## config.mk

```make
export PLATFORM = sky130hd
export DESIGN_NAME = pgw_walker
export DESIGN_NICKNAME = d
export VERILOG_FILES = /design/src/rtl/pgw_pkg.sv /design/src/rtl/pgw_pte_check.sv /design/src/rtl/pgw_fsm.sv /design/src/rtl/pgw_datapath.sv /design/src/rtl/pgw_walker.sv
export SDC_FILE = /design/constraint.sdc
export NUM_CORES = 1
export LEC_CHECK = 0
export BUFFER_PORTS_ARGS = -buffer_cell sky130_fd_sc_hd__clkbuf_2
export CORE_ASPECT_RATIO = 1.25
export CORE_MARGIN = 2
export CORE_UTILIZATION = 46
export DETAILED_ROUTE_END_ITERATION = 16
export GPL_ROUTABILITY_DRIVEN = 0
export GPL_TIMING_DRIVEN = 0
export PLACE_DENSITY = 0.77
export SLEW_MARGIN = 10
export SYNTH_ARGS = -nofsm -noshare
export SYNTH_HDL_FRONTEND = slang
export SYNTH_SLANG_ARGS = --single-unit
export TNS_END_PERCENT = 10
```

## constraint.sdc

```tcl
create_clock -name clk -period 1.9 [get_ports clk]
set_input_delay 0.095 -clock clk [delete_from_list [all_inputs] [get_ports clk]]
set_output_delay 0.095 -clock clk [all_outputs]
set_load 0.05 [all_outputs]
```

## src/rtl/pgw_pkg.sv

```systemverilog
package pgw_pkg;

  typedef enum logic [2:0] {
    ST_IDLE  = 3'd0,
    ST_OUTER = 3'd1,
    ST_INNER = 3'd2,
    ST_DONE  = 3'd3,
    ST_FAULT = 3'd4
  } walk_state_t;

  typedef enum logic [2:0] {
    FLT_NONE      = 3'd0,
    FLT_LENGTH    = 3'd1,
    FLT_OUTER_INV = 3'd2,
    FLT_INNER_INV = 3'd3,
    FLT_PERM      = 3'd4
  } fault_t;

  localparam logic [1:0] ACC_READ  = 2'd0;
  localparam logic [1:0] ACC_WRITE = 2'd1;
  localparam logic [1:0] ACC_EXEC  = 2'd2;

  localparam logic [1:0] PERM_RO = 2'd0;
  localparam logic [1:0] PERM_RW = 2'd1;
  localparam logic [1:0] PERM_XO = 2'd2;

  function automatic logic perm_allows(input logic [1:0] perm, input logic [1:0] acc);
    logic ok;
    unique case (acc)
      ACC_READ:  ok = (perm == PERM_RO) || (perm == PERM_RW);
      ACC_WRITE: ok = (perm == PERM_RW);
      ACC_EXEC:  ok = (perm == PERM_XO);
      default:   ok = 1'b0;
    endcase
    return ok;
  endfunction

endpackage

```

## src/rtl/pgw_pte_check.sv

```systemverilog
module pgw_pte_check
  import pgw_pkg::*;
(
  input  logic [2:0] pte_lo,
  input  logic [1:0] access,
  input  logic       leaf,
  output fault_t     verdict
);

  always_comb begin
    if (!pte_lo[0]) begin
      verdict = leaf ? FLT_INNER_INV : FLT_OUTER_INV;
    end else if (leaf && !perm_allows(pte_lo[2:1], access)) begin
      verdict = FLT_PERM;
    end else begin
      verdict = FLT_NONE;
    end
  end

endmodule

```

## src/rtl/pgw_fsm.sv

```systemverilog
module pgw_fsm
  import pgw_pkg::*;
(
  input  logic        clk,
  input  logic        rst_n,
  input  logic        req_valid,
  input  logic        len_ok,
  input  logic        rsp_valid,
  input  fault_t      verdict,
  output walk_state_t state
);

  walk_state_t state_nx;

  always_comb begin
    state_nx = state;
    unique case (state)
      ST_IDLE:  if (req_valid) state_nx = len_ok ? ST_OUTER : ST_FAULT;
      ST_OUTER: if (rsp_valid) state_nx = (verdict == FLT_NONE) ? ST_INNER : ST_FAULT;
      ST_INNER: if (rsp_valid) state_nx = (verdict == FLT_NONE) ? ST_DONE : ST_FAULT;
      ST_DONE:  state_nx = ST_IDLE;
      ST_FAULT: state_nx = ST_IDLE;
      default:  state_nx = ST_IDLE;
    endcase
  end

  always_ff @(posedge clk or negedge rst_n) begin
    if (!rst_n) state <= ST_IDLE;
    else        state <= state_nx;
  end

  AST_RESULT_THEN_IDLE: assert property (@(posedge clk) disable iff (!rst_n)
    (state == ST_DONE || state == ST_FAULT) |=> (state == ST_IDLE));

  AST_WAIT_FOR_RSP: assert property (@(posedge clk) disable iff (!rst_n)
    (state == ST_OUTER && !rsp_valid) |=> (state == ST_OUTER));

endmodule

```

## src/rtl/pgw_datapath.sv

```systemverilog
module pgw_datapath
  import pgw_pkg::*;
#(
  parameter int VA_W  = 32,
  parameter int OFF_W = 10,
  parameter int P1_W  = 10,
  parameter int PTE_W = 32
) (
  input  logic                clk,
  input  logic                rst_n,
  input  walk_state_t         state,
  input  logic                req_valid,
  input  logic [VA_W-1:0]     req_vaddr,
  input  logic [1:0]          req_access,
  input  logic [PTE_W-1:0]    table_base,
  input  logic [P1_W:0]       table_len,
  input  logic                rsp_valid,
  input  logic [PTE_W-1:0]    rsp_data,
  input  fault_t              verdict,
  output logic                len_ok,
  output logic [1:0]          access_q,
  output logic [PTE_W-1:0]    rd_addr,
  output logic [PTE_W-1:0]    paddr,
  output logic [1:0]          perm,
  output fault_t              fault
);

  localparam int P2_W  = VA_W - OFF_W - P1_W;
  localparam int LOW_W = P2_W + OFF_W;
  localparam int FRM_W = PTE_W - OFF_W;

  logic [P1_W-1:0]  p1_in;
  logic [LOW_W-1:0] low_q;
  logic [P2_W-1:0]  p2_q;
  logic             accept, outer_hit, inner_hit;

  assign p1_in     = req_vaddr[VA_W-1 -: P1_W];
  assign p2_q      = low_q[OFF_W +: P2_W];
  assign len_ok    = {1'b0, p1_in} < table_len;
  assign accept    = (state == ST_IDLE) && req_valid;
  assign outer_hit = (state == ST_OUTER) && rsp_valid;
  assign inner_hit = (state == ST_INNER) && rsp_valid;

  always_ff @(posedge clk or negedge rst_n) begin
    if (!rst_n) begin
      low_q    <= '0;
      access_q <= '0;
    end else if (accept) begin
      low_q    <= req_vaddr[LOW_W-1:0];
      access_q <= req_access;
    end
  end

  always_ff @(posedge clk or negedge rst_n) begin
    if (!rst_n) begin
      rd_addr <= '0;
    end else if (accept) begin
      rd_addr <= table_base + {{(PTE_W-P1_W-2){1'b0}}, p1_in, 2'b00};
    end else if (outer_hit) begin
      rd_addr <= {rsp_data[PTE_W-1:OFF_W], {OFF_W{1'b0}}}
               + {{(PTE_W-P2_W-2){1'b0}}, p2_q, 2'b00};
    end
  end

  always_ff @(posedge clk or negedge rst_n) begin
    if (!rst_n) begin
      fault <= FLT_NONE;
    end else if (accept) begin
      fault <= len_ok ? FLT_NONE : FLT_LENGTH;
    end else if (outer_hit || inner_hit) begin
      fault <= verdict;
    end
  end

  always_ff @(posedge clk or negedge rst_n) begin
    if (!rst_n) begin
      paddr <= '0;
      perm  <= '0;
    end else if (inner_hit) begin
      paddr <= {rsp_data[PTE_W-1 -: FRM_W], low_q[OFF_W-1:0]};
      perm  <= rsp_data[2:1];
    end
  end

  AST_LEN_FAULT_AT_ACCEPT: assert property (@(posedge clk) disable iff (!rst_n)
    (state == ST_IDLE && req_valid && !len_ok) |=> (state == ST_FAULT && fault == FLT_LENGTH));

endmodule

```

## src/rtl/pgw_walker.sv

```systemverilog
module pgw_walker
  import pgw_pkg::*;
#(
  parameter int VA_W  = 32,
  parameter int OFF_W = 10,
  parameter int P1_W  = 10,
  parameter int PTE_W = 32
) (
  input  logic             clk,
  input  logic             rst_n,
  input  logic             req_valid,
  input  logic [VA_W-1:0]  req_vaddr,
  input  logic [1:0]       req_access,
  input  logic [PTE_W-1:0] table_base,
  input  logic [P1_W:0]    table_len,
  output logic             busy,
  output logic             mem_req_valid,
  output logic [PTE_W-1:0] mem_req_addr,
  input  logic             mem_rsp_valid,
  input  logic [PTE_W-1:0] mem_rsp_data,
  output logic             done_valid,
  output logic [PTE_W-1:0] done_paddr,
  output logic [1:0]       done_perm,
  output logic             fault_valid,
  output logic [2:0]       fault_code
);

  walk_state_t state;
  fault_t      verdict;
  fault_t      fault_q;
  logic        len_ok;
  logic [1:0]  access_q;
  logic        unused_pte_bits;

  assign unused_pte_bits = ^mem_rsp_data[OFF_W-1:3];

  pgw_fsm u_fsm (
    .clk       (clk),
    .rst_n     (rst_n),
    .req_valid (req_valid),
    .len_ok    (len_ok),
    .rsp_valid (mem_rsp_valid),
    .verdict   (verdict),
    .state     (state)
  );

  pgw_pte_check u_check (
    .pte_lo  (mem_rsp_data[2:0]),
    .access  (access_q),
    .leaf    (state == ST_INNER),
    .verdict (verdict)
  );

  pgw_datapath #(
    .VA_W (VA_W), .OFF_W (OFF_W), .P1_W (P1_W), .PTE_W (PTE_W)
  ) u_dp (
    .clk        (clk),
    .rst_n      (rst_n),
    .state      (state),
    .req_valid  (req_valid),
    .req_vaddr  (req_vaddr),
    .req_access (req_access),
    .table_base (table_base),
    .table_len  (table_len),
    .rsp_valid  (mem_rsp_valid),
    .rsp_data   (mem_rsp_data),
    .verdict    (verdict),
    .len_ok     (len_ok),
    .access_q   (access_q),
    .rd_addr    (mem_req_addr),
    .paddr      (done_paddr),
    .perm       (done_perm),
    .fault      (fault_q)
  );

  assign busy          = (state != ST_IDLE);
  assign mem_req_valid = (state == ST_OUTER) || (state == ST_INNER);
  assign done_valid    = (state == ST_DONE);
  assign fault_valid   = (state == ST_FAULT);
  assign fault_code    = fault_q;

  AST_ONE_OUTCOME: assert property (@(posedge clk) disable iff (!rst_n)
    $onehot0({done_valid, fault_valid}));

  AST_DONE_PULSE: assert property (@(posedge clk) disable iff (!rst_n)
    done_valid |=> !done_valid && !busy);

  AST_BUSY_ON_ACCEPT: assert property (@(posedge clk) disable iff (!rst_n)
    (!busy && req_valid) |=> busy);

  AST_MEMREQ_HELD: assert property (@(posedge clk) disable iff (!rst_n)
    (mem_req_valid && !mem_rsp_valid) |=> (mem_req_valid && $stable(mem_req_addr)));

  AST_FAULT_NONZERO: assert property (@(posedge clk) disable iff (!rst_n)
    fault_valid |-> (fault_code != 3'd0));

endmodule

```

After elaboration in Yosys (flattened, before gate mapping)
Cells that the tools add are included.

operators by class
  add/sub/neg operators = 2
  $lt $le $gt $ge = 1
  eq/ne operators = 11
  multiplexer cells = 17
  reduce and logical (&&, ||, !) cells = 16

operators with widths
  cell                  count
  $mux W32              2
  $add A32 B12 Y32      1
  $add A32 B14 Y32      1
  $mux W3               10
  $lt A10 B11 Y1        1
  $pmux W3 S3           1
  $eq A3 B2 Y1 const B  2
  $logic_not A3 Y1      2
  $ne A2 B2 Y1 const B  3
  $eq A2 B1 Y1 const B  2
  $eq A2 B2 Y1 const B  2
  $logic_and A1 B1 Y1   4
  $logic_not A2 Y1      2
  $reduce_bool A2 Y1    2
  $eq A3 B1 Y1 const B  1
  $eq A3 B3 Y1 const B  1
  $logic_or A1 B1 Y1    3
  $mux W1               3
  $pmux W1 S3           1
  $reduce_and A3 Y1     1
  $reduce_bool A3 Y1    1
  $logic_not A1 Y1      1

word-level totals
  flip-flop bits (word level) = 96
  bits of input ports = 113
  output and inout port bits = 73
  word-level logic and storage cells = 54

Depth between registers and ports, before layout
  depth in word-level cells = 12
  mapped depth = 9
  mapped depth without buffers = 9

By module
From an unflattened synthesis, not the netlist that was laid out.

second synthesis, totals
  cells, all modules = 573
  area, all modules = 5550.3 um2

by module, submodules not included
  module         times used  cells each  area an instance (um2)  sequential area each (um2)
  pgw_datapath   1           538         5250.0                  2327.2
  pgw_fsm        1           21          209.0                   75.1
  pgw_pte_check  1           7           50.0                    0.0
  pgw_walker     1           7           41.3                    0.0

Worst setup path before layout
Ideal clock, no wire load.

  path type = register to register
  start point = register u_dp.low_q[18]
  end point = register u_dp.rd_addr[28]
  setup time = 0.137 ns
  arrival time = 1.955 ns
  required time = 1.763 ns
  path slack = -0.192 ns
  cell stages (with the launch flop) = 10
  buffers on the path = 0
  clock period less this slack = 2.092 ns
  cells stage by stage = dfrtp_1 > ha_1 > fa_1 > a211o_1 > o211a_1 > nand4_1 > xor2_1 > nor2_1 > a211oi_1 > a21oi_1

on the way
  cells in the longest elaborated chain, start to end = 3

RTL lines
  what                    line                source
  from (decl)             pgw_datapath.sv:33  logic [LOW_W-1:0] low_q;
  from (signal assigned)  pgw_datapath.sv:49  low_q <= req_vaddr[LOW_W-1:0];
  $add A32 B14 Y32        pgw_datapath.sv:61  + {{(PTE_W-P2_W-2){1'b0}}, p2_q, 2'b00};
  $mux W32                pgw_datapath.sv:59  end else if (outer_hit) begin
  $mux W32                pgw_datapath.sv:57  end else if (accept) begin
  to (signal assigned)    pgw_datapath.sv:58  rd_addr <= table_base + {{(PTE_W-P1_W-2){1'b0}}, p1_in, 2'b00};
  to (signal assigned)    pgw_datapath.sv:60  rd_addr <= {rsp_data[PTE_W-1:OFF_W], {OFF_W{1'b0}}}
  to (decl)               pgw_datapath.sv:22  output logic [PTE_W-1:0] rd_addr,

No other way between the ends. The select of a mux whose other input is x is not followed.
A chain may end at the register's enable or synchronous reset.

Worst setup path after layout
  start point = register u_dp.low_q[18]
  end point = register u_dp.rd_addr[22]

Same word-level chain as after synthesis.

==> results_dict.tcl <==
set metrics [dict create \
    drc 0 \
    critPathLaunchType "register" \
    synth_area_sq_um 5490 \
    path_cells "ha_2 -> fa_2 -> a211o_1 -> o211ai_1 -> nor4_1 -> xnor2_1 -> nor2_1 -> a211oi_1 -> a21oi_1" \
    endpoint_kind "register" \
    syn_area_per_cell_sq_um 8.50 \
    row_count 44 \
    crit_buf_inv 0 \
    synth_seq_cells 96 \
    whs_ps -5.19 \
    avgRoutedWirePerCell_microns 15.8 \
    yosysTopAreaCell "dfrtp_1" \
    grt_usage 0.258 \
    slowest_delay_ps 390 \
    max_slew_margin 0.483 \
    hold_class "input pin to register" \
    cts_buffers 9 \
    setup_ws_ps -264 \
    yosysMostFrequentCell "nand2_1" \
    cts_sinks 96 \
    grt.busiest_layer "met2" \
    n_antenna_cell 0 \
    dpl.hpwl_microns 11900 \
    fp.dieW_microns 102 \
    vias 5367 \
    grt_pass1_vias 5182 \
    synth-edff-count 0 \
    dieArea_sq_um 12800 \
    yosysWarnings 0 \
    synth-async-reset-ratio 1.00 \
    seq_area_frac_synth 0.438 \
    routed_wl_microns 16400 \
    slew_viol_final 0 \
    grt_pass1_wl_microns 25700 \
    grt_max_degree 97 \
    failed_checks "hold timing, setup timing" \
    placeableCoreArea_sq_um 11600 \
    synthTopCellsByCount "nand2_1, dfrtp_1, nor2_1" \
    rsz0062_at_grt "yes" \
    ir_worst_vdd_mv 1.12 \
    syn_nets 783 \
    cts_tree "built" \
    cp.arrival_ps 2400 \
    setup_viol 16 \
    nFillCells 1014 \
    htreeDepth 3 \
    final.period_utilization 1.14 \
    antenna_found_initial 0 \
    crit_required_ps 2130 \
    synth_ff_type "dfrtp_1" \
    powerDensity_nw_per_um2 1650 \
    global_route.usage.met1 0.335 \
    path_class "register to register" \
    status "complete, but fails checks" \
    final_core_util 0.635 \
    grt.met2_usage 0.423 \
    p_leak_uw 0.00378 \
    io-pin-count 186 \
    root_buffer "clkbuf_16" \
    syn2layout_area_growth_pct 34.4 \
    nets 1011 \
    ys_top_cells_by_area "dfrtp_1, nand2_1, ha_1, xnor2_1, xor2_1" \
    cts_buffer_depth 2 \
    insertion_delay_ps 350 \
    critPathSlowestCell "fa_2" \
    start_util 0.472 \
    synth_top_area_frac 0.438 \
    die_h_microns 126 \
    drtAntennaViolNets 0 \
    grt_overflow 0 \
    dr.pass1.iters 5 \
    drv_cap 0 \
    crit_family "compound AO/OA/AOI/OAI gates" \
    via_per_inst 5.17 \
    ys_types 62 \
    crit_fanout 3 \
    max_freq_mhz 462 \
    io_buffers 178 \
    drive_above_1_share 0.289 \
    drt_iter0_markers 276 \
    clk_pin_slew_ps 70 \
    met3_usage 0.0388 \
    min_period_ps 2160 \
    worst-slew-pin-transition_ps 776 \
    finalClockSkew_ps 12.0 \
    hold_violations 1 \
    postSynthCellCount 645 \
]
==> stage by stage <==
| step | worst slack [ps] | cells | area [sq um] | power, uW | TNS (ps) |
|---|---|---|---|---|---|
| after detailed placement | -465 | 984 | 6590 | 10100 | -10410 |
| after global routing | -368 | 1039 | 7370 | 12900 | -8880 |
| final | -264 | 1039 | 7370 | 12200 | -1880 |
| after CTS | -244 | 1037 | 7310 | 12100 | -1870 |
| after global placement | -503 | 984 | 6580 | 9990 | -56950 |
| after floorplan | -117 | 645 | 5490 | 8320 | -500 |
==> path summary, 6_finish.rpt <==
check / from / to / slack, ps / depth (start not counted)
setup reg to reg: u_dp.low_q[18]$_DFFE_PN0P_ / u_dp.rd_addr[22]$_DFFE_PN0P_ / -260 / 9
hold / removal: mem_rsp_data[10] / u_dp.paddr[10]$_DFFE_PN0P_ / -5 / 3
hold reg to reg: u_dp.low_q[7]$_DFFE_PN0P_ / u_dp.paddr[7]$_DFFE_PN0P_ / 470 / 2
min in group asynchronous: rst_n / u_dp.rd_addr[17]$_DFFE_PN0P_ / 380 / 2
max in group asynchronous: rst_n / u_fsm.state[0]$_DFFE_PN0P_ / 900 / 2
setup / recovery: u_dp.low_q[18]$_DFFE_PN0P_ / u_dp.rd_addr[22]$_DFFE_PN0P_ / -260 / 9
==> sequential cells by signal, indices dropped and copies added, names as in the netlist <==
signal	count
u_dp.rd_addr	32
u_dp.access_q	2
u_fsm.state	3
u_dp.fault	3
u_dp.paddr	32
u_dp.low_q	22
u_dp.perm	2
==> per-layer routing <==
metal  part of all wire  routed length [microns]
met5                  0                        0
met4              0.031                      517
met2               0.49                     8000
met1               0.42                     6920
met3              0.060                      989
==> tightest hold or removal path, stage by stage <==
cell	delay (ps)
clkbuf_2	110
nand2_1	60
nand2_1	40
==> cells in the final DEF (no fill, tap or decap), types with 4 or more instances in the layout <==
cell type        n
nand2_1        223
clkbuf_2       184
dfrtp_1         95
dlygate4sd3_1   33
nor2_1          32
xnor2_1         23
a21oi_1         23
nand3_1         22
ha_1            22
xor2_1          21
inv_1           15
buf_2           13
a211oi_1        11
and3_1          10
nand4_1          9
a31oi_1          9
clkbuf_16        9
clkbuf_1         7
nor2b_1          7
o21ai_0          6
nor3_1           6
o21ai_1          5
a21oi_2          4
o211ai_1         4
o22ai_1          4
buf_4            4
==> cells by family (layout without fill, tap and decap cells) <==
group / Yosys count / after routing / synth area share
adder cells (fa/ha/maj): 25 / 25 / 0.0598
flip-flops: 96 / 96 / 0.438
XOR/XNOR: 45 / 45 / 0.0719
buffers and inverters: 46 / 279 / 0.0351
AO/OA/AOI/OAI: 96 / 96 / 0.127
AND/OR/NAND/NOR: 337 / 337 / 0.269
==> where the power goes <==
group          total, uW  internal [uW]  switching [uW]  leakage [uW]
sequential          3640           3040             603       0.00118
clock               1880           1060             816      0.000145
combinational       6650           1770            4880       0.00245
total              12200           5870            6300       0.00378
==> layout make-up <==
class,count,area [sq um],area share
sequential,96,2400,0.326
clock buffer,10,239,0.0324
timing repair buffer,217,1290,0.175
multi-input combinational,503,2960,0.401
clock inverter,6,67.6,0.00917
inverter,16,60.1,0.00815
tap,161,201,0.0273
buffer,30,149,0.0202
==> timing repair <==
item | in CTS | in global routing
pin swaps | 9 | 6
hold endpoints to repair | 130 | 0
buffers inserted | 4 | 2
hold buffers | 33 | 0
endpoints found under the setup margin | 80 | 89
gates resized for setup | 18 | 10
Power figures use the tool's default switching activity.
